<file path="config.mk">
export PLATFORM = sky130hd
export DESIGN_NAME = phantom_ctrl
export DESIGN_NICKNAME = d
export VERILOG_FILES = /design/src/rtl/phc_pkg.sv /design/src/rtl/phc_rst_sync.sv /design/src/rtl/phc_req_sync.sv /design/src/rtl/phc_addr_decode.sv /design/src/rtl/phc_poj_latch.sv /design/src/rtl/phantom_ctrl.sv
export SDC_FILE = /design/constraint.sdc
export NUM_CORES = 1
export LEC_CHECK = 0
export BUFFER_PORTS_ARGS = -buffer_cell sky130_fd_sc_hd__buf_2
export CORE_MARGIN = 1
export CORE_UTILIZATION = 31
export DETAILED_ROUTE_END_ITERATION = 10
export PLACE_DENSITY_LB_ADDON = 0.2
export SLEW_MARGIN = 0
export SYNTH_ARGS = -nofsm -noshare
export SYNTH_HDL_FRONTEND = slang
export SYNTH_HIERARCHICAL = 1
export SYNTH_SLANG_ARGS = --single-unit
</file>
<file path="constraint.sdc">
create_clock -name clk -period 2.62 [get_ports clk]
set_clock_uncertainty 0.2 [all_clocks]
set_input_delay 0.393 -clock clk [delete_from_list [all_inputs] [get_ports clk]]
set_output_delay 0.393 -clock clk [all_outputs]
set_load 0.005 [all_outputs]
</file>
<file path="src/rtl/phc_pkg.sv">
package phc_pkg;

  typedef enum logic [1:0] {
    SHD_OFF = 2'd0,
    SHD_1K  = 2'd1,
    SHD_2K  = 2'd2,
    SHD_4K  = 2'd3
  } shd_size_e;

  // Bits of the shadow base that take part in the compare, per size code
  function automatic logic [31:0] shd_keep(input shd_size_e s);
    case (s)
      SHD_1K:  return 32'hFFFF_FFFF;
      SHD_2K:  return 32'hFFFF_FFFE;
      SHD_4K:  return 32'hFFFF_FFFC;
      default: return 32'h0;
    endcase
  endfunction

endpackage

</file>
<file path="src/rtl/phc_rst_sync.sv">
module phc_rst_sync #(
  parameter int STAGES = 2
) (
  input  logic clk,
  input  logic rst_n,
  output logic rst_act
);
  logic [STAGES-1:0] chain;

  always_ff @(posedge clk or negedge rst_n) begin
    if (!rst_n) chain <= '0;
    else        chain <= {chain[STAGES-2:0], 1'b1};
  end

  assign rst_act = ~chain[STAGES-1];
endmodule

</file>
<file path="src/rtl/phc_req_sync.sv">
module phc_req_sync #(
  parameter int STAGES = 2
) (
  input  logic clk,
  input  logic rst_act,
  input  logic mreq_n,
  output logic req,
  output logic req_end
);
  logic [STAGES-1:0] sync;
  logic              req_d;

  always_ff @(posedge clk or posedge rst_act) begin
    if (rst_act) begin
      sync  <= '0;
      req_d <= 1'b0;
    end else begin
      sync  <= {sync[STAGES-2:0], ~mreq_n};
      req_d <= sync[STAGES-1];
    end
  end

  assign req     = sync[STAGES-1];
  assign req_end = req_d & ~sync[STAGES-1];
endmodule

</file>
<file path="src/rtl/phc_addr_decode.sv">
module phc_addr_decode
  import phc_pkg::*;
#(
  parameter int                ADDR_W   = 16,
  parameter int                NWIN     = 2,
  parameter logic [ADDR_W-1:0] WIN_BASE [NWIN] = '{16'hE000, 16'hFF00},
  parameter int                WIN_LG   [NWIN] = '{12, 8},
  parameter int                SHD_HOST = 0,
  parameter int                SHD_LG   = 10,
  localparam int               BASE_W   = ADDR_W - SHD_LG
) (
  input  logic [ADDR_W-1:0] addr,
  input  logic [1:0]        shd_size,
  input  logic [BASE_W-1:0] shd_base,
  output logic              prim_hit,
  output logic              shd_hit
);
  logic [NWIN-1:0] win_hit;

  for (genvar i = 0; i < NWIN; i++) begin : g_win
    localparam logic [ADDR_W-1:0] KEEP = {ADDR_W{1'b1}} << WIN_LG[i];
    assign win_hit[i] = ((addr ^ WIN_BASE[i]) & KEEP) == '0;
  end

  shd_size_e         size_code;
  logic [BASE_W-1:0] keep_bits;
  logic              shd_match;

  always_comb begin
    size_code = shd_size_e'(shd_size);
    keep_bits = shd_keep(size_code)[BASE_W-1:0];
    shd_match = ((addr[ADDR_W-1:SHD_LG] ^ shd_base) & keep_bits) == '0;
  end

  assign prim_hit = |win_hit;
  assign shd_hit  = (size_code != SHD_OFF) && shd_match && win_hit[SHD_HOST];
endmodule

</file>
<file path="src/rtl/phc_poj_latch.sv">
module phc_poj_latch (
  input  logic clk,
  input  logic rst_act,
  input  logic poj_en,
  input  logic clr,
  output logic latch_q,
  output logic latch_on
);
  // Reset loads the strap value on every edge; the bypass covers the time
  // before the first edge, so the strap never needs an asynchronous load.
  always_ff @(posedge clk) begin
    if (rst_act)  latch_q <= poj_en;
    else if (clr) latch_q <= 1'b0;
  end

  assign latch_on = rst_act ? poj_en : latch_q;
endmodule

</file>
<file path="src/rtl/phantom_ctrl.sv">
module phantom_ctrl #(
  parameter int                ADDR_W      = 16,
  parameter int                NWIN        = 2,
  parameter logic [ADDR_W-1:0] WIN_BASE [NWIN] = '{16'hE000, 16'hFF00},
  parameter int                WIN_LG   [NWIN] = '{12, 8},
  parameter int                SHD_HOST    = 0,
  parameter int                SHD_LG      = 10,
  parameter int                SYNC_STAGES = 2,
  localparam int               BASE_W      = ADDR_W - SHD_LG
) (
  input  logic              clk,
  input  logic              rst_n,
  input  logic              mreq_n,
  input  logic [ADDR_W-1:0] addr,
  input  logic              phantom_en,
  input  logic              poj_en,
  input  logic [1:0]        shd_size,
  input  logic [BASE_W-1:0] shd_base,
  output logic              phantom_oe,
  output logic              onboard_sel
);
  logic rst_act;
  logic req;
  logic req_end;
  logic prim_hit;
  logic shd_hit;
  logic hit_q;
  logic latch_q;
  logic latch_on;

  phc_rst_sync #(.STAGES(SYNC_STAGES)) u_rst (
    .clk     (clk),
    .rst_n   (rst_n),
    .rst_act (rst_act)
  );

  phc_req_sync #(.STAGES(SYNC_STAGES)) u_req (
    .clk     (clk),
    .rst_act (rst_act),
    .mreq_n  (mreq_n),
    .req     (req),
    .req_end (req_end)
  );

  phc_addr_decode #(
    .ADDR_W   (ADDR_W),
    .NWIN     (NWIN),
    .WIN_BASE (WIN_BASE),
    .WIN_LG   (WIN_LG),
    .SHD_HOST (SHD_HOST),
    .SHD_LG   (SHD_LG)
  ) u_dec (
    .addr     (addr),
    .shd_size (shd_size),
    .shd_base (shd_base),
    .prim_hit (prim_hit),
    .shd_hit  (shd_hit)
  );

  // Remember whether the request now ending targeted onboard space
  always_ff @(posedge clk or posedge rst_act) begin
    if (rst_act)  hit_q <= 1'b0;
    else if (req) hit_q <= prim_hit;
  end

  phc_poj_latch u_latch (
    .clk      (clk),
    .rst_act  (rst_act),
    .poj_en   (poj_en),
    .clr      (req_end & hit_q),
    .latch_q  (latch_q),
    .latch_on (latch_on)
  );

  assign phantom_oe  = phantom_en & (latch_on | (req & prim_hit));
  assign onboard_sel = req & prim_hit & ~shd_hit;
endmodule

</file>
Word-level counts from Yosys, hierarchy flattened
Index checks and enable logic that the tools add are counted.
{"block": "word_totals", "regBits": 7, "word_cells": 33, "inputBits": 29}
{"block": "classes", "n_reduce_logical": 7, "bitwise_logic": 13, "n_eq_ne": 4, "n_mux": 4}
{"cell": "zero test 16 bit", "count": 2}
{"cell": "case mux 6 bit (3 select lines)", "count": 1}
{"cell": "NOT 8 bit", "count": 1}
{"cell": "AND 6 bit", "count": 1}
{"cell": "zero test 6 bit", "count": 1}
{"cell": "XOR 6 bit", "count": 1}
{"cell": "AND 1 bit", "count": 5}
{"cell": "equality test 2 bit, second input constant", "count": 2}
{"cell": "two-way mux 1 bit", "count": 3}
{"cell": "NOT 1 bit", "count": 3}
{"cell": "NOT 3 bit", "count": 1}
{"cell": "equality test 2 x 1 -> 1 bit, second input constant", "count": 1}
{"cell": "logical AND 1 bit", "count": 2}
{"cell": "inequality test 2 x 1 -> 1 bit, second input constant", "count": 1}
{"cell": "nonzero test 2 bit", "count": 1}
{"cell": "OR reduction 2 bit", "count": 1}
{"cell": "OR 1 bit", "count": 1}

Depth between registers and ports, before layout
Gate-level depths: netlist (run 1).
{"block": "depth", "depth_word": 8, "ltp_mapped": 5, "mapped_depth_nobuf": 5}

Hierarchy
The synthesis (run 1) kept the hierarchy.
{"mod": "phc_addr_decode", "cells_per_inst": 17, "area_each_um2": 146.4, "seq_area_each_um2": 0.0, "instances": 1}
{"mod": "phc_req_sync", "cells_per_inst": 6, "area_each_um2": 96.3, "seq_area_each_um2": 75.1, "instances": 1}
{"mod": "phantom_ctrl", "cells_per_inst": 9, "area_each_um2": 63.8, "seq_area_each_um2": 25.0, "instances": 1}
{"mod": "phc_poj_latch", "cells_per_inst": 4, "area_each_um2": 58.8, "seq_area_each_um2": 30.0, "instances": 1}
{"mod": "phc_rst_sync", "cells_per_inst": 4, "area_each_um2": 57.6, "seq_area_each_um2": 50.0, "instances": 1}

Worst setup path after synthesis (run 1)
No wires, ideal clock.
{"block": "synth_path", "path_type": "input -> output", "from": "in shd_size[0]", "to": "out onboard_sel", "t_arrival_ns": 1.322, "path_stages": 5, "setup_slack_ns": 0.705, "cell_sequence": "inv_1 > ha_1 > a2111o_1 > a211oi_2 > nor2_1"}
{"block": "synth_via", "elab_chain_len": 8, "word_cells_on_any_way": 11, "classes_between": "eq/ne (3); mux (1); bitwise (3); reduce/logical (4)"}
{"element": "start: declaration", "line_no": "phantom_ctrl.sv:17", "rtl": "input logic [1:0] shd_size,"}
{"element": "equality test 2 bit / equality test 2 x 1 -> 1 bit (equally long branches)", "line_no": "phc_pkg.sv:12", "rtl": "case (s)"}
{"element": "case mux 6 bit (3 select lines)", "line_no": "phc_pkg.sv:12"}
{"element": "AND 6 bit", "line_no": "phc_addr_decode.sv:32", "rtl": "shd_match = ((addr[ADDR_W-1:SHD_LG] ^ shd_base) & keep_bits) == '0;"}
{"element": "zero test 6 bit", "line_no": "phc_addr_decode.sv:32"}
{"element": "logical AND 1 bit * (2 in a row)", "line_no": "phc_addr_decode.sv:36", "rtl": "assign shd_hit = (size_code != SHD_OFF) && shd_match && win_hit[SHD_HOST];"}
{"element": "net shd_hit", "line_no": "phantom_ctrl.sv:26", "rtl": "logic shd_hit;"}
{"element": "NOT 1 bit *", "line_no": "phantom_ctrl.sv:76", "rtl": "assign onboard_sel = req & prim_hit & ~shd_hit;"}
{"element": "AND 1 bit *", "line_no": "phantom_ctrl.sv:76"}
{"element": "end: declaration", "line_no": "phantom_ctrl.sv:20", "rtl": "output logic onboard_sel"}
The timed path passes the listed nets; every way through them passes the cells marked *.

Worst setup path in the final report (run 1)
{"block": "layout_path", "from": "reg u_rst.chain[1]", "to": "out phantom_oe"}
{"block": "layout_via", "elab_chain_len": 3}
{"element": "start: declaration", "line_no": "phc_rst_sync.sv:8", "rtl": "logic [STAGES-1:0] chain;"}
{"element": "start signal: assignment", "line_no": "phc_rst_sync.sv:12", "rtl": "else chain <= {chain[STAGES-2:0], 1'b1};"}
{"element": "two-way mux 1 bit", "line_no": "phc_poj_latch.sv:16", "rtl": "assign latch_on = rst_act ? poj_en : latch_q;"}
{"element": "net latch_on", "line_no": "phantom_ctrl.sv:29", "rtl": "logic latch_on;"}
{"element": "OR 1 bit", "line_no": "phantom_ctrl.sv:75", "rtl": "assign phantom_oe = phantom_en & (latch_on | (req & prim_hit));"}
{"element": "AND 1 bit", "line_no": "phantom_ctrl.sv:75"}
{"element": "end: declaration", "line_no": "phantom_ctrl.sv:19", "rtl": "output logic phantom_oe,"}
The timed path passes the listed nets, and every way through them passes these cells.

==> results.py, run 1 <==
metrics = {
    "floorplanning": {
        "ios": 31,
        "die_w_um": 38.9,
        "start_util_pct": 35.7,
        "die_area_um2": 1520,
        "core-area_um2": 1190,
        "chipHeight_um": 38.9,
        "rows": 12,
    },
    "routing": {
        "antenna_left": 0,
        "vias": 348,
        "drc": 0,
        "finalWirelength_um": 705,
        "drt_iter0_drc": 2,
        "wl_per_cell_um": 8.60,
        "drtPass1Iterations": 4,
        "drt-vias-per-instance": 4.24,
    },
    "logic_synthesis": {
        "ys_top_cells_by_count": "inv_1 (7), dfrtp_1 (6), xnor2_1 (4)",
        "yosys-top-cells-area": "dfrtp_1 (36%), ha_1 (8.9%), xnor2_1 (8.3%), edfxtp_1 (7.1%), inv_1 (6.2%)",
        "synth_top_cell_by_area": "dfrtp_1",
        "synthAdderAreaFrac_pct": 8.88,
        "synth_top_family_by_area": "simple AND/OR/NAND/NOR gates",
        "synth_top_area_share_pct": 35.5,
        "syn_avg_cell_area_um2": 10.6,
        "yosysSeqAreaShare_pct": 42.6,
        "muxShareOfSynthArea_pct": 3.55,
        "ys_ff_latch": 7,
        "synth_flop_cell": "dfrtp_1",
        "synthesis.area_um2": 423,
        "yosys_warnings": 6,
        "synth_compound_area_share_pct": 11.2,
        "synth-simple-area-share_pct": 14.2,
        "ys_types": 21,
        "synth_cells": 40,
        "synth-edff-count": 1,
        "async_reset_ff_share_pct": 85.7,
        "synthXorXnorAreaFrac_pct": 12.4,
        "synth_most_common_cell": "inv_1",
        "syn_nets": 72,
    },
    "worst_setup_path": {
        "crit_buf_inv": 3,
        "cp-end-kind": "output pin",
        "crit_start": "u_rst/chain[1]",
        "reg2reg_setup_slack_ns": 0.99,
        "worstRegToRegCells": 3,
        "crit_fanout": 5,
        "required_ns": 2.03,
        "reg2reg_from": "u_rst/chain[1]",
        "cp_top_family": "buffers and inverters",
        "critPathLaunchType": "flop",
        "cpMaxStageDelayCell": "dlygate4sd3_1",
        "slowest_delay_ns": 0.56,
        "crit_type": "flop to output pin",
        "arrival_ns": 1.84,
        "regToRegEndpoint": "u_latch/latch_q",
        "crit_path_cell_trace": "dlygate4sd3_1, inv_2, mux2_4, a21oi_1, nor2b_1, buf_2",
    },
    "pwr": {
        "power_density_nw_per_um2": 435,
        "p_leak_nw": 0.312,
        "ir_worst_vdd_mv": 0.222,
        "total_power_uw": 260,
    },
    "sta": {
        "hold_viol": 0,
        "min_period_over_period_pct": 93.0,
        "finalSetupViolations": 0,
        "drv_slew": 0,
        "fmax_ghz": 0.410,
        "fin_ws_ns": 0.184,
        "period_minus_slack_ns": 2.44,
        "setup-tns-final_ns": 0,
        "rsz0062_at_grt": "false",
    },
    "global_route": {
        "grt_pass1_wl_um": 1170,
        "antenna_found_initial": 0,
        "grt_pass1_vias": 321,
        "grt_max_degree": 6,
        "track_usage_pct": 12.1,
        "gr-total-overflow": 0,
    },
    "status": {
        "outcome": "completed",
    },
    "placement": {
        "dp_hpwl_um": 595,
        "portBuffers": 22,
        "routabilityCongestion": 0.607,
        "pre_cts_ws_ns": 0.453,
    },
    "min_path": {
        "hp-start": "mreq_n",
        "holdPathStages": 2,
        "min_to": "u_req/sync[0]",
        "hold_path_class": "input port to flop",
    },
    "layout": {
        "multi_input_area_um2": 216,
        "area_growth_pct": 41.1,
        "final-seq-area_um2": 180,
        "layout.nets": 101,
        "antenna_cells": 0,
        "drive_gt1_share_pct": 47.1,
        "nFillCells": 113,
    },
    "cts": {
        "ctsHtreeMaxLevel": 1,
        "cts_made_buffers": 3,
        "path_clk_slew_ns": 0.05,
        "cts.sinks": 7,
        "cts_tree": "yes",
        "clock_latency_ns": 0.24,
        "clock_path_buffers": 2,
        "ctsRootBufferMaster": "clkbuf_4",
    },
    "flow_run": {
        "cap_violations": 0,
    },
}
-- per-stage QoR --
step                      utilization (%)  hold slack [ns]  cells  instance area (um2)
after detailed placement             46.4          -0.0491     76                  551
final                                50.3           0.0824     82                  597
after floorplan                         -           -0.103     40                  423
after global routing                 50.3           0.0739     82                  597
after CTS                            50.3           0.0730     82                  597
after global placement               46.4          -0.0627     76                  551
-- final cells by class --
type / instances / share of cell area (%)
Sequential cell: 7 / 30.2
Inverter: 7 / 4.40
Timing Repair Buffer: 24 / 21.8
Multi-Input combinational cell: 26 / 36.3
Clock buffer: 4 / 4.40
Tap cell: 14 / 2.94
-- routing by layer --
| layer | vias up | share of wire, % | global-route usage [%] |
|---|---|---|---|
| met5 | - | 0 | 0 |
| li1 | 184 | - | - |
| met1 | 148 | 43 | 12.2 |
| met2 | 16 | 47 | 19.6 |
| met4 | 0 | 0 | 10.3 |
| met3 | 0 | 9.8 | 4.05 |
-- worst max path at each step --
stage	slack, ns	cells after the start	end
6_report	0.18	6	phantom_oe
5_1_grt	0.02	6	phantom_oe
4_1_cts	0.11	6	phantom_oe
3_5_place_dp	0.45	7	onboard_sel
3_3_place_gp	0.46	7	onboard_sel
2_1_floorplan	0.70	5	onboard_sel
-- flip-flops by register name, indices dropped and copies added (netlist names) --
signal,flops
u_req/req_d,1
u_latch/latch_q,1
hit_q,1
u_req/sync,2
u_rst/chain,2
-- cell families after synthesis --
logic type	after synthesis
flops	7
simple gates	9
buf+inv	7
fa+ha+maj	3
compound gates	6
mux	1
other cells	1
xor+xnor	6
-- report_power, final --
group / internal, mW / switching (mW)
Sequential: 0.116 / 0.00243
Clock: 0.0579 / 0.0361
Combinational: 0.0273 / 0.0197
-- layout by cell type (no fill, tap or decap), types with 2 or more instances in the layout --
master / count
a21oi_1: 2
and2_2: 2
buf_2: 22
clkbuf_4: 3
dfrtp_1: 6
dlygate4sd3_1: 2
ha_1: 3
inv_1: 6
xnor2_1: 4
xor2_1: 2
-- timing repair --
item	CTS	global route
buffers inserted	0	0
endpoints found under the setup margin	0	1
hold buffers	2	0
gates resized for setup	0	1
endpoints found under the hold margin	6	0
Note: power is estimated with default switching activity, not from simulation.
==> run 2, diff against run 1 <==
PLACE_DENSITY_LB_ADDON = 0.25   (was 0.2)
==> results.py, run 2 (synthesized netlist as in run 1, its figures left out) <==
metrics = {
    "layout": {
        "layout.nets": 101,
        "antenna_cells": 0,
        "fin_cells": 82,
        "nFillCells": 121,
        "final_common_cell": "buf_2",
        "largest_registers": "u_req/sync: 2 flops, u_rst/chain: 2 flops",
        "fin_util_pct": 50.3,
        "multi_input_area_um2": 216,
        "final-seq-area_um2": 180,
        "final_cell_mix": "buf_2 (22), inv_1 (7), dfrtp_1 (6)",
        "drive_gt1_share_pct": 45.6,
        "area_growth_pct": 41.1,
    },
    "routing": {
        "antenna_left": 0,
        "vias": 361,
        "drt-vias-per-instance": 4.40,
        "drc": 0,
        "drtPass1Iterations": 2,
        "wl_per_cell_um": 9.00,
        "finalWirelength_um": 738,
        "drt_iter0_drc": 2,
    },
    "global_route": {
        "grt_pass1_wl_um": 1320,
        "antenna_found_initial": 0,
        "track_usage_pct": 13.3,
        "grt_pass1_vias": 338,
        "gr-total-overflow": 0,
        "grt_max_degree": 6,
    },
    "sta": {
        "setup-tns-final_ns": 0,
        "min_period_over_period_pct": 93.6,
        "finalHoldWorstSlack_ns": 0.0885,
        "drv_slew": 0,
        "fin_ws_ns": 0.167,
        "period_minus_slack_ns": 2.45,
        "fmax_ghz": 0.408,
        "rsz0062_at_grt": "false",
        "finalSetupViolations": 0,
        "hold_viol": 0,
    },
    "pwr": {
        "swShare_pct": 22.7,
        "p_int_uw": 202,
        "power_density_nw_per_um2": 437,
        "p_sw_uw": 59.2,
        "p_leak_nw": 0.313,
        "power_frac_clock_pct": 36.3,
        "p_seq_share_pct": 45.6,
        "pwr-share-comb_pct": 18.1,
        "ir_worst_vdd_mv": 0.352,
    },
    "floorplanning": {
        "chipHeight_um": 38.9,
        "start_util_pct": 35.7,
        "die_area_um2": 1520,
        "rows": 12,
        "ios": 31,
        "core-area_um2": 1190,
        "die_w_um": 38.9,
    },
    "placement": {
        "portBuffers": 22,
        "pre_cts_ws_ns": 0.437,
        "placedCellCount": 76,
        "routabilityCongestion": 0.681,
        "dp_hpwl_um": 625,
    },
    "status": {
        "outcome": "completed",
    },
    "worst_setup_path": {
        "crit_buf_inv": 3,
        "cp-end-kind": "output pin",
        "required_ns": 2.03,
        "crit_path_cell_trace": "dlygate4sd3_1, inv_1, mux2_4, a21oi_1, nor2b_1, buf_2",
        "cpMaxStageDelayCell": "dlygate4sd3_1",
        "critPathLaunchType": "flop",
        "crit_fanout": 5,
        "worstRegToRegCells": 3,
        "crit_cells": 6,
        "slowest_delay_ns": 0.55,
        "crit_type": "flop to output pin",
        "arrival_ns": 1.86,
        "cp_top_family": "buffers and inverters",
    },
    "min_path": {
        "holdPathStages": 2,
        "hold_path_class": "input port to flop",
    },
    "cts": {
        "path_clk_slew_ns": 0.04,
        "ctsRootBufferMaster": "clkbuf_4",
        "cts_setup_buffers": 0,
        "cts.sinks": 7,
        "cts_made_buffers": 3,
        "clock_latency_ns": 0.25,
        "ctsHtreeMaxLevel": 1,
        "cts_tree": "yes",
        "clock_path_buffers": 2,
    },
    "flow_run": {
        "cap_violations": 0,
    },
}
## run 2: cell counts in the layout (fill, tap and decap cells not counted)
Identical to the previous run, type by type.
## run 2: timing repair
action,in CTS,in global routing
resized for setup,0,0
hold buffers,2,0
hold endpoints to repair,6,0
## run 2: final cells by class
cell class                      instances  area share [%]
Clock buffer                            4            4.40
Inverter                                7            4.40
Multi-Input combinational cell         26            36.3
Sequential cell                         7            30.2
Tap cell                               14            2.94
Timing Repair Buffer                   24            21.8
## run 2: worst register-to-register path: stages (launching register included)
cell and delay, ns:
dfrtp_1 0.31, dlygate4sd3_1 0.54, inv_1 0.09, or2_2 0.29
## run 2: path summary, 6_finish.rpt
kind / startpoint / end / slack, ns
min in group asynchronous: rst_n / u_rst/chain[1] / 0.26
max in group asynchronous: u_rst/chain[1] / u_req/sync[1] / 1.57
worst min register to register: u_rst/chain[0] / u_rst/chain[1] / 0.15
worst max register to register: u_rst/chain[1] / u_latch/latch_q / 0.97
worst min-delay path: mreq_n / u_req/sync[0] / 0.09
worst max-delay path: u_rst/chain[1] / phantom_oe / 0.17
## run 2: through the flow
step	cell area, um2	power (mW)
after floorplan	423	0.143
after global placement	551	0.165
after detailed placement	551	0.166
after global routing	597	0.281
after CTS	597	0.266
final	597	0.261
## run 2: per-layer routing
metal	track usage [%]	wire, um	vias to the layer above
met1	14.9	328	160
met4	5.17	0	0
li1	-	-	184
met2	21.3	333	17
met3	6.94	76	0
met5	0	0	-
## run 2: power by group through the flow
stage	logic, mW	registers [mW]	clock network (mW)
after floorplan	0.0229	0.120	0
after global placement	0.0443	0.120	0
after detailed placement	0.0452	0.121	0
after CTS	0.0478	0.119	0.0995
after global routing	0.0537	0.119	0.108
final	0.0472	0.119	0.0947
